File: src/rtl/pmc_pkg.sv
package pmc_pkg;

    typedef enum logic [1:0] {
        REG_COUNT  = 2'd0,
        REG_EVSEL  = 2'd1,
        REG_VECTOR = 2'd2
    } reg_sel_e;

    localparam int EVS_EN_BIT   = 22;
    localparam int EVS_INT_BIT  = 20;
    localparam int EVS_KERN_BIT = 17;
    localparam int EVS_USER_BIT = 16;
    localparam int VEC_MASK_BIT = 16;

    localparam logic [7:0] EVC_CYC_A  = 8'h76;
    localparam logic [7:0] EVC_CYC_B  = 8'h79;
    localparam logic [7:0] EVC_RETIRE = 8'hC0;

    localparam logic [2:0] DELIV_NMI = 3'b100;

    typedef struct packed {
        logic       en;
        logic       irq_en;
        logic       kern;
        logic       user;
        logic [7:0] code;
    } evsel_t;

    typedef struct packed {
        logic [2:0] mode;
        logic [7:0] vector;
    } vec_cfg_t;

    typedef enum logic {
        VEC_MASKED = 1'b0,
        VEC_ARMED  = 1'b1
    } vec_state_e;

endpackage

File: src/rtl/pmc_evsel.sv
module pmc_evsel
    import pmc_pkg::*;
(
    input  logic        clk,
    input  logic        rst_n,
    input  logic        wr,
    input  logic [31:0] wr_word,
    input  logic        priv_kernel,
    input  logic        ev_active,
    input  logic        ev_retire,
    output evsel_t      cfg_o,
    output logic        count_o
);

    evsel_t cfg_q;
    logic   ev_hit;
    logic   priv_ok;
    logic   unused_wr;

    assign unused_wr = ^{wr_word[31:23], wr_word[21], wr_word[19:18], wr_word[15:8]};

    always_ff @(posedge clk or negedge rst_n) begin
        if (!rst_n) begin
            cfg_q <= '0;
        end else if (wr) begin
            cfg_q.en     <= wr_word[EVS_EN_BIT];
            cfg_q.irq_en <= wr_word[EVS_INT_BIT];
            cfg_q.kern   <= wr_word[EVS_KERN_BIT];
            cfg_q.user   <= wr_word[EVS_USER_BIT];
            cfg_q.code   <= wr_word[7:0];
        end
    end

    always_comb begin
        case (cfg_q.code)
            EVC_CYC_A, EVC_CYC_B: ev_hit = ev_active;
            EVC_RETIRE:           ev_hit = ev_retire;
            default:              ev_hit = 1'b0;
        endcase
        priv_ok = priv_kernel ? cfg_q.kern : cfg_q.user;
        count_o = cfg_q.en & priv_ok & ev_hit;
    end

    assign cfg_o = cfg_q;

endmodule

File: src/rtl/pmc_counter.sv
module pmc_counter #(
    parameter int CTR_W      = 48,
    parameter bit WRITE_FULL = 1'b0
) (
    input  logic             clk,
    input  logic             rst_n,
    input  logic             load,
    input  logic [CTR_W-1:0] load_data,
    input  logic             inc,
    output logic [CTR_W-1:0] value_o,
    output logic             wrap_o
);

    localparam int              EXT_W = CTR_W - 32;
    localparam logic [CTR_W-1:0] ONE  = {{(CTR_W-1){1'b0}}, 1'b1};

    logic [CTR_W-1:0] load_val;
    logic [CTR_W-1:0] ctr_q;

    generate
        if (WRITE_FULL) begin : g_full
            assign load_val = load_data;
        end else begin : g_low32
            logic unused_hi;
            assign unused_hi = ^load_data[CTR_W-1:32];
            assign load_val  = {{EXT_W{load_data[31]}}, load_data[31:0]};
        end
    endgenerate

    always_ff @(posedge clk or negedge rst_n) begin
        if (!rst_n) begin
            ctr_q <= '0;
        end else if (load) begin
            ctr_q <= load_val;
        end else if (inc) begin
            ctr_q <= ctr_q + ONE;
        end
    end

    assign wrap_o  = inc & ~load & (&ctr_q);
    assign value_o = ctr_q;

endmodule

File: src/rtl/pmc_vec_fsm.sv
module pmc_vec_fsm
    import pmc_pkg::*;
(
    input  logic        clk,
    input  logic        rst_n,
    input  logic        wr,
    input  logic [31:0] wr_word,
    input  logic        wrap,
    input  logic        irq_en,
    output logic        masked_o,
    output vec_cfg_t    cfg_o,
    output logic        irq_o,
    output logic        irq_nmi_o
);

    vec_state_e state_q;
    vec_state_e state_d;
    vec_cfg_t   cfg_q;
    logic       deliver;
    logic       irq_q;
    logic       irq_nmi_q;
    logic       unused_wr;

    assign unused_wr = ^{wr_word[31:17], wr_word[15:11]};
    assign deliver   = wrap & irq_en & (state_q == VEC_ARMED);

    always_ff @(posedge clk or negedge rst_n) begin
        if (!rst_n) begin
            state_q <= VEC_MASKED;
        end else begin
            state_q <= state_d;
        end
    end

    always_comb begin
        state_d = state_q;
        unique case (state_q)
            VEC_ARMED: begin
                if (wr) begin
                    state_d = wr_word[VEC_MASK_BIT] ? VEC_MASKED : VEC_ARMED;
                end else if (deliver) begin
                    state_d = VEC_MASKED;
                end
            end
            VEC_MASKED: begin
                if (wr && !wr_word[VEC_MASK_BIT]) begin
                    state_d = VEC_ARMED;
                end
            end
            default: state_d = VEC_MASKED;
        endcase
    end

    always_ff @(posedge clk or negedge rst_n) begin
        if (!rst_n) begin
            cfg_q <= '0;
        end else if (wr) begin
            cfg_q.mode   <= wr_word[10:8];
            cfg_q.vector <= wr_word[7:0];
        end
    end

    always_ff @(posedge clk or negedge rst_n) begin
        if (!rst_n) begin
            irq_q     <= 1'b0;
            irq_nmi_q <= 1'b0;
        end else begin
            irq_q     <= deliver;
            irq_nmi_q <= deliver & (cfg_q.mode == DELIV_NMI);
        end
    end

    assign masked_o  = (state_q == VEC_MASKED);
    assign cfg_o     = cfg_q;
    assign irq_o     = irq_q;
    assign irq_nmi_o = irq_nmi_q;

endmodule

File: src/rtl/pmc_watchdog.sv
module pmc_watchdog
    import pmc_pkg::*;
#(
    parameter int DATA_W     = 64,
    parameter int CTR_W      = 48,
    parameter bit WRITE_FULL = 1'b0
) (
    input  logic              clk,
    input  logic              rst_n,
    input  logic              bus_wr,
    input  logic [1:0]        bus_addr,
    input  logic [DATA_W-1:0] bus_wdata,
    output logic [DATA_W-1:0] bus_rdata,
    input  logic              priv_kernel,
    input  logic              ev_active,
    input  logic              ev_retire,
    output logic              irq_o,
    output logic              irq_nmi_o
);

    localparam int SEXT_W = DATA_W - CTR_W;
    localparam int PAD_W  = DATA_W - 32;

    logic             ctr_wr;
    logic             ev_wr;
    logic             vec_wr;
    logic             count_en;
    logic             ctr_wrap;
    logic             ev_en;
    logic             vec_masked;
    logic [CTR_W-1:0] ctr_q;
    evsel_t           ev_cfg;
    vec_cfg_t         vec_cfg;
    logic [31:0]      ev_word;
    logic [31:0]      vec_word;
    logic             unused_wdata;

    assign unused_wdata = ^bus_wdata;
    assign ctr_wr = bus_wr && (bus_addr == REG_COUNT);
    assign ev_wr  = bus_wr && (bus_addr == REG_EVSEL);
    assign vec_wr = bus_wr && (bus_addr == REG_VECTOR);

    pmc_evsel u_evsel (
        .clk         (clk),
        .rst_n       (rst_n),
        .wr          (ev_wr),
        .wr_word     (bus_wdata[31:0]),
        .priv_kernel (priv_kernel),
        .ev_active   (ev_active),
        .ev_retire   (ev_retire),
        .cfg_o       (ev_cfg),
        .count_o     (count_en)
    );

    pmc_counter #(
        .CTR_W      (CTR_W),
        .WRITE_FULL (WRITE_FULL)
    ) u_counter (
        .clk       (clk),
        .rst_n     (rst_n),
        .load      (ctr_wr),
        .load_data (bus_wdata[CTR_W-1:0]),
        .inc       (count_en),
        .value_o   (ctr_q),
        .wrap_o    (ctr_wrap)
    );

    pmc_vec_fsm u_vec (
        .clk       (clk),
        .rst_n     (rst_n),
        .wr        (vec_wr),
        .wr_word   (bus_wdata[31:0]),
        .wrap      (ctr_wrap),
        .irq_en    (ev_cfg.irq_en),
        .masked_o  (vec_masked),
        .cfg_o     (vec_cfg),
        .irq_o     (irq_o),
        .irq_nmi_o (irq_nmi_o)
    );

    assign ev_en = ev_cfg.en;

    always_comb begin
        ev_word               = '0;
        ev_word[EVS_EN_BIT]   = ev_cfg.en;
        ev_word[EVS_INT_BIT]  = ev_cfg.irq_en;
        ev_word[EVS_KERN_BIT] = ev_cfg.kern;
        ev_word[EVS_USER_BIT] = ev_cfg.user;
        ev_word[7:0]          = ev_cfg.code;

        vec_word               = '0;
        vec_word[VEC_MASK_BIT] = vec_masked;
        vec_word[10:8]         = vec_cfg.mode;
        vec_word[7:0]          = vec_cfg.vector;
    end

    always_comb begin
        case (bus_addr)
            REG_COUNT:  bus_rdata = {{SEXT_W{ctr_q[CTR_W-1]}}, ctr_q};
            REG_EVSEL:  bus_rdata = {{PAD_W{1'b0}}, ev_word};
            REG_VECTOR: bus_rdata = {{PAD_W{1'b0}}, vec_word};
            default:    bus_rdata = '0;
        endcase
    end

endmodule

File: config.mk
export PLATFORM = sky130hd
export DESIGN_NAME = pmc_watchdog
export DESIGN_NICKNAME = d
export VERILOG_FILES = /design/src/rtl/pmc_pkg.sv /design/src/rtl/pmc_evsel.sv /design/src/rtl/pmc_counter.sv /design/src/rtl/pmc_vec_fsm.sv /design/src/rtl/pmc_watchdog.sv
export SDC_FILE = /design/constraint.sdc
export NUM_CORES = 1
export LEC_CHECK = 0
export BUFFER_PORTS_ARGS = -buffer_cell sky130_fd_sc_hd__buf_2
export CAP_MARGIN = 15
export CORE_ASPECT_RATIO = 2
export CORE_MARGIN = 3
export CORE_UTILIZATION = 40
export DETAILED_ROUTE_END_ITERATION = 8
export PLACE_DENSITY = 0.67
export SYNTH_ARGS = -nofsm -noshare
export SYNTH_HDL_FRONTEND = slang
export SYNTH_SLANG_ARGS = --single-unit
File: constraint.sdc
create_clock -name clk -period 2.05 [get_ports clk]
set_clock_uncertainty 0.1 [all_clocks]
set_input_delay 0.41 -clock clk [delete_from_list [all_inputs] [get_ports clk]]
set_output_delay 0.41 -clock clk [all_outputs]
set_load 0.01 [all_outputs]
==> results.toml <==
[clock_tree]
clockBufferDepth = 2
path_clk_slew_ps = 60
cts_tree = "done"
cts_root_buffer = "clkbuf_16"
numCtsBuffers = 9
clk-insertion-delay-late_ps = 340
cts_sinks = 74
htree_levels = 3

[synthesis]
yosys_warnings = 0
synth_top_flop_cell = "dfrtp_1"
synth_area_per_cell_um2 = 8.93
synth_compound_area_share_pct = 15.3
synthMuxAreaShare_pct = 9.15
synth_top_family_by_area = "simple AND/OR/NAND/NOR gates"
yosysSeqAreaShare_pct = 38.5
ys_types = 57
synth_nets = 612
synthCells = 539
ys_ff_latch = 74
synthAdderAreaFrac_pct = 0.260
synth_edf_count = 0
synth_async_sr_flop_share_pct = 100
synth-simple-area-share_pct = 29.1
synthXorXnorAreaFrac_pct = 1.09
synth_area_um2 = 4810

[critical_path]
endpoint_kind = "flop"
start_kind = "flop"
crit_top_cell = "buf_4"
cp.required_ps = 2170
r2r_start = "u_evsel.cfg_o[1]"
r2r-end = "u_counter.value_o[31]"
path_cells = "nor4_4, buf_4, nand4b_4, buf_4, a211oi_4, nand2_2, o311a_1"
ff2ff_setup_slack_ps = -220
slowest_stage = "dfrtp_2"
rr_worst_depth = 7
path_max_fanout = 6
crit_type = "flop to flop"
cp.buffers_inverters = 2
critical_path.top_delay_family = "compound AO/OA/AOI/OAI gates"
cp.arrival_ps = 2390
cpPeakStageDelay_ps = 440

[power_and_ir_drop]
vdd_ir_drop_max_mv = 0.554
total_power_mw = 5.35
cellPowerDensity_nw_per_um2 = 783
p_leak_nw = 3.13

[die]
initial_core_util_pct = 40.9
chipWidth_um = 83.5
die_y_um = 161
num_io_pins = 138
core_um2 = 11800
dieArea_um2 = 13500
fp-row-count = 56

[detailed_routing]
final_antenna_net_count = 0
first_pass_iters = 5
vias_per_cell = 5.92
wl_per_cell_um = 19.2
first_iter_violations = 360
wl_mm = 16.4
drt_drc_violations_left = 0
vias = 5046

[global_route]
grt_pass1_wl_mm = 25.4
gr-total-overflow = 0
antenna_found_initial = 0
grtUsageMet2_pct = 44.3
track_usage_pct = 23.5
met3_usage_pct = 3.27
grt_pass1_vias = 5184
met1_usage_pct = 25.1
grt_max_degree = 35
top_usage_layer = "met2"

[timing]
fmax_ghz = 0.441
hold_violations = 0
setup_viol = 41
slew_viol_final = 0
period_share_pct = 111
slew_headroom_pct = 70.1
worst_slack_ps = -217
rsz0062_at_grt = "true"
holdWs_ps = 211
worst_slew_pin_slew_ps = 444
min_period_ps = 2270
fin_setup_tns_ps = -5260

[cells_and_area]
layout-drive-gt1-share_pct = 41.9
layout_common_cells = "104 x buf_2, 80 x buf_4, 72 x dfrtp_1"
multiInputGateArea_um2 = 2940
diodes = 0
area.sequential_um2 = 1850
area_growth_syn_to_layout_pct = 42.2
final_common_cell = "buf_2"
fillers = 1024
nets = 775
final_util_pct = 58.1

[worst_hold_path]
min_path_type = "primary input to flop"
hold_depth = 2
hold_end = "u_vec.state_q"
hold_start = "bus_wdata[16]"

[outcome]
status = "finished, violations left"
violations = "setup timing"

[placed_design]
place.gp.congestion = 0.897
hpwl_mm = 11.6
io_buffers = 105

[flow_run]
cap_violations = 0
## through the flow
stage                     setup slack, ps  area (um2)  cells
after floorplan                      -150        4850    539
after CTS                            -216        6730    852
after global routing                 -287        6840    852
after global placement               -211        6010    823
final                                -217        6840    852
after detailed placement             -253        6010    823
## how the worst max path moves through the flow
| stage | startpoint | to | cells after the start |
|---|---|---|---|
| final | u_evsel.cfg_o[1] | u_counter.value_o[31] | 7 |
| after global routing | u_evsel.cfg_o[1] | u_counter.value_o[26] | 7 |
| after CTS | u_evsel.cfg_o[1] | u_counter.value_o[28] | 7 |
| after detailed placement | u_evsel.cfg_o[2] | u_counter.value_o[29] | 6 |
| after global placement | u_evsel.cfg_o[2] | u_counter.value_o[29] | 6 |
| after floorplan | u_counter.value_o[0] | u_counter.value_o[22] | 8 |
## metal layers
metal,share of wire (%),vias up
met5,0,-
met1,37,2489
met4,4.0,0
met3,4.0,49
li1,-,2332
met2,55,176
## state kept, by name, summed over array words and instances (netlist names)
signal and count:
u_counter.value_o 48, u_evsel.cfg_o 12, u_vec.cfg_o 11, u_vec.irq_nmi_o 1, u_vec.irq_o 1, u_vec.state_q 1
## Yosys cell counts, types with 15 or more instances
| master | count | area (um2) |
|---|---|---|
| a31oi_1 | 27 | 169 |
| and2_1 | 32 | 200 |
| buf_4 | 16 | 120 |
| clkbuf_1 | 30 | 113 |
| dfrtp_1 | 74 | 1850 |
| mux2_2 | 24 | 270 |
| mux2i_1 | 17 | 170 |
| nand2_1 | 45 | 169 |
| nand3_1 | 25 | 125 |
| nand4_1 | 21 | 131 |
| nor2_1 | 46 | 173 |
| nor3_1 | 22 | 110 |
| o21ai_0 | 21 | 105 |
| o31ai_1 | 15 | 113 |
## cell type report
class | instances | area share (%)
clock buffer | 9 | 3.29
clock inverter | 7 | 2.41
inverter | 10 | 0.585
multi-input combinational | 401 | 43.0
sequential | 74 | 27.1
tap | 145 | 2.65
timing repair buffer | 206 | 20.9
## power breakdown
group	switching, mW	internal, mW	total, mW
combinational	0.699	0.662	1.36
clock	0.640	1.44	2.07
sequential	0.236	1.68	1.92
total	1.57	3.78	5.35
## kinds of logic (layout without fill, tap and decap cells)
family / count (synthesis) / after routing
simple gates: 249 / 249
compound gates: 104 / 104
flops: 74 / 74
buf+inv: 64 / 232
mux: 41 / 41
xor+xnor: 6 / 6
fa+ha+maj: 1 / 1
## repair_timing
item                                   in CTS  in global routing
resized for setup                          51                 22
setup endpoints to repair                  47                 51
endpoints found under the hold margin      21                  0
buffers inserted                           11                  2
pin swaps                                  48                 11
cloned                                      2                  0
hold buffers                                1                  0
No activity file was read; power rests on OpenSTA's default activity.
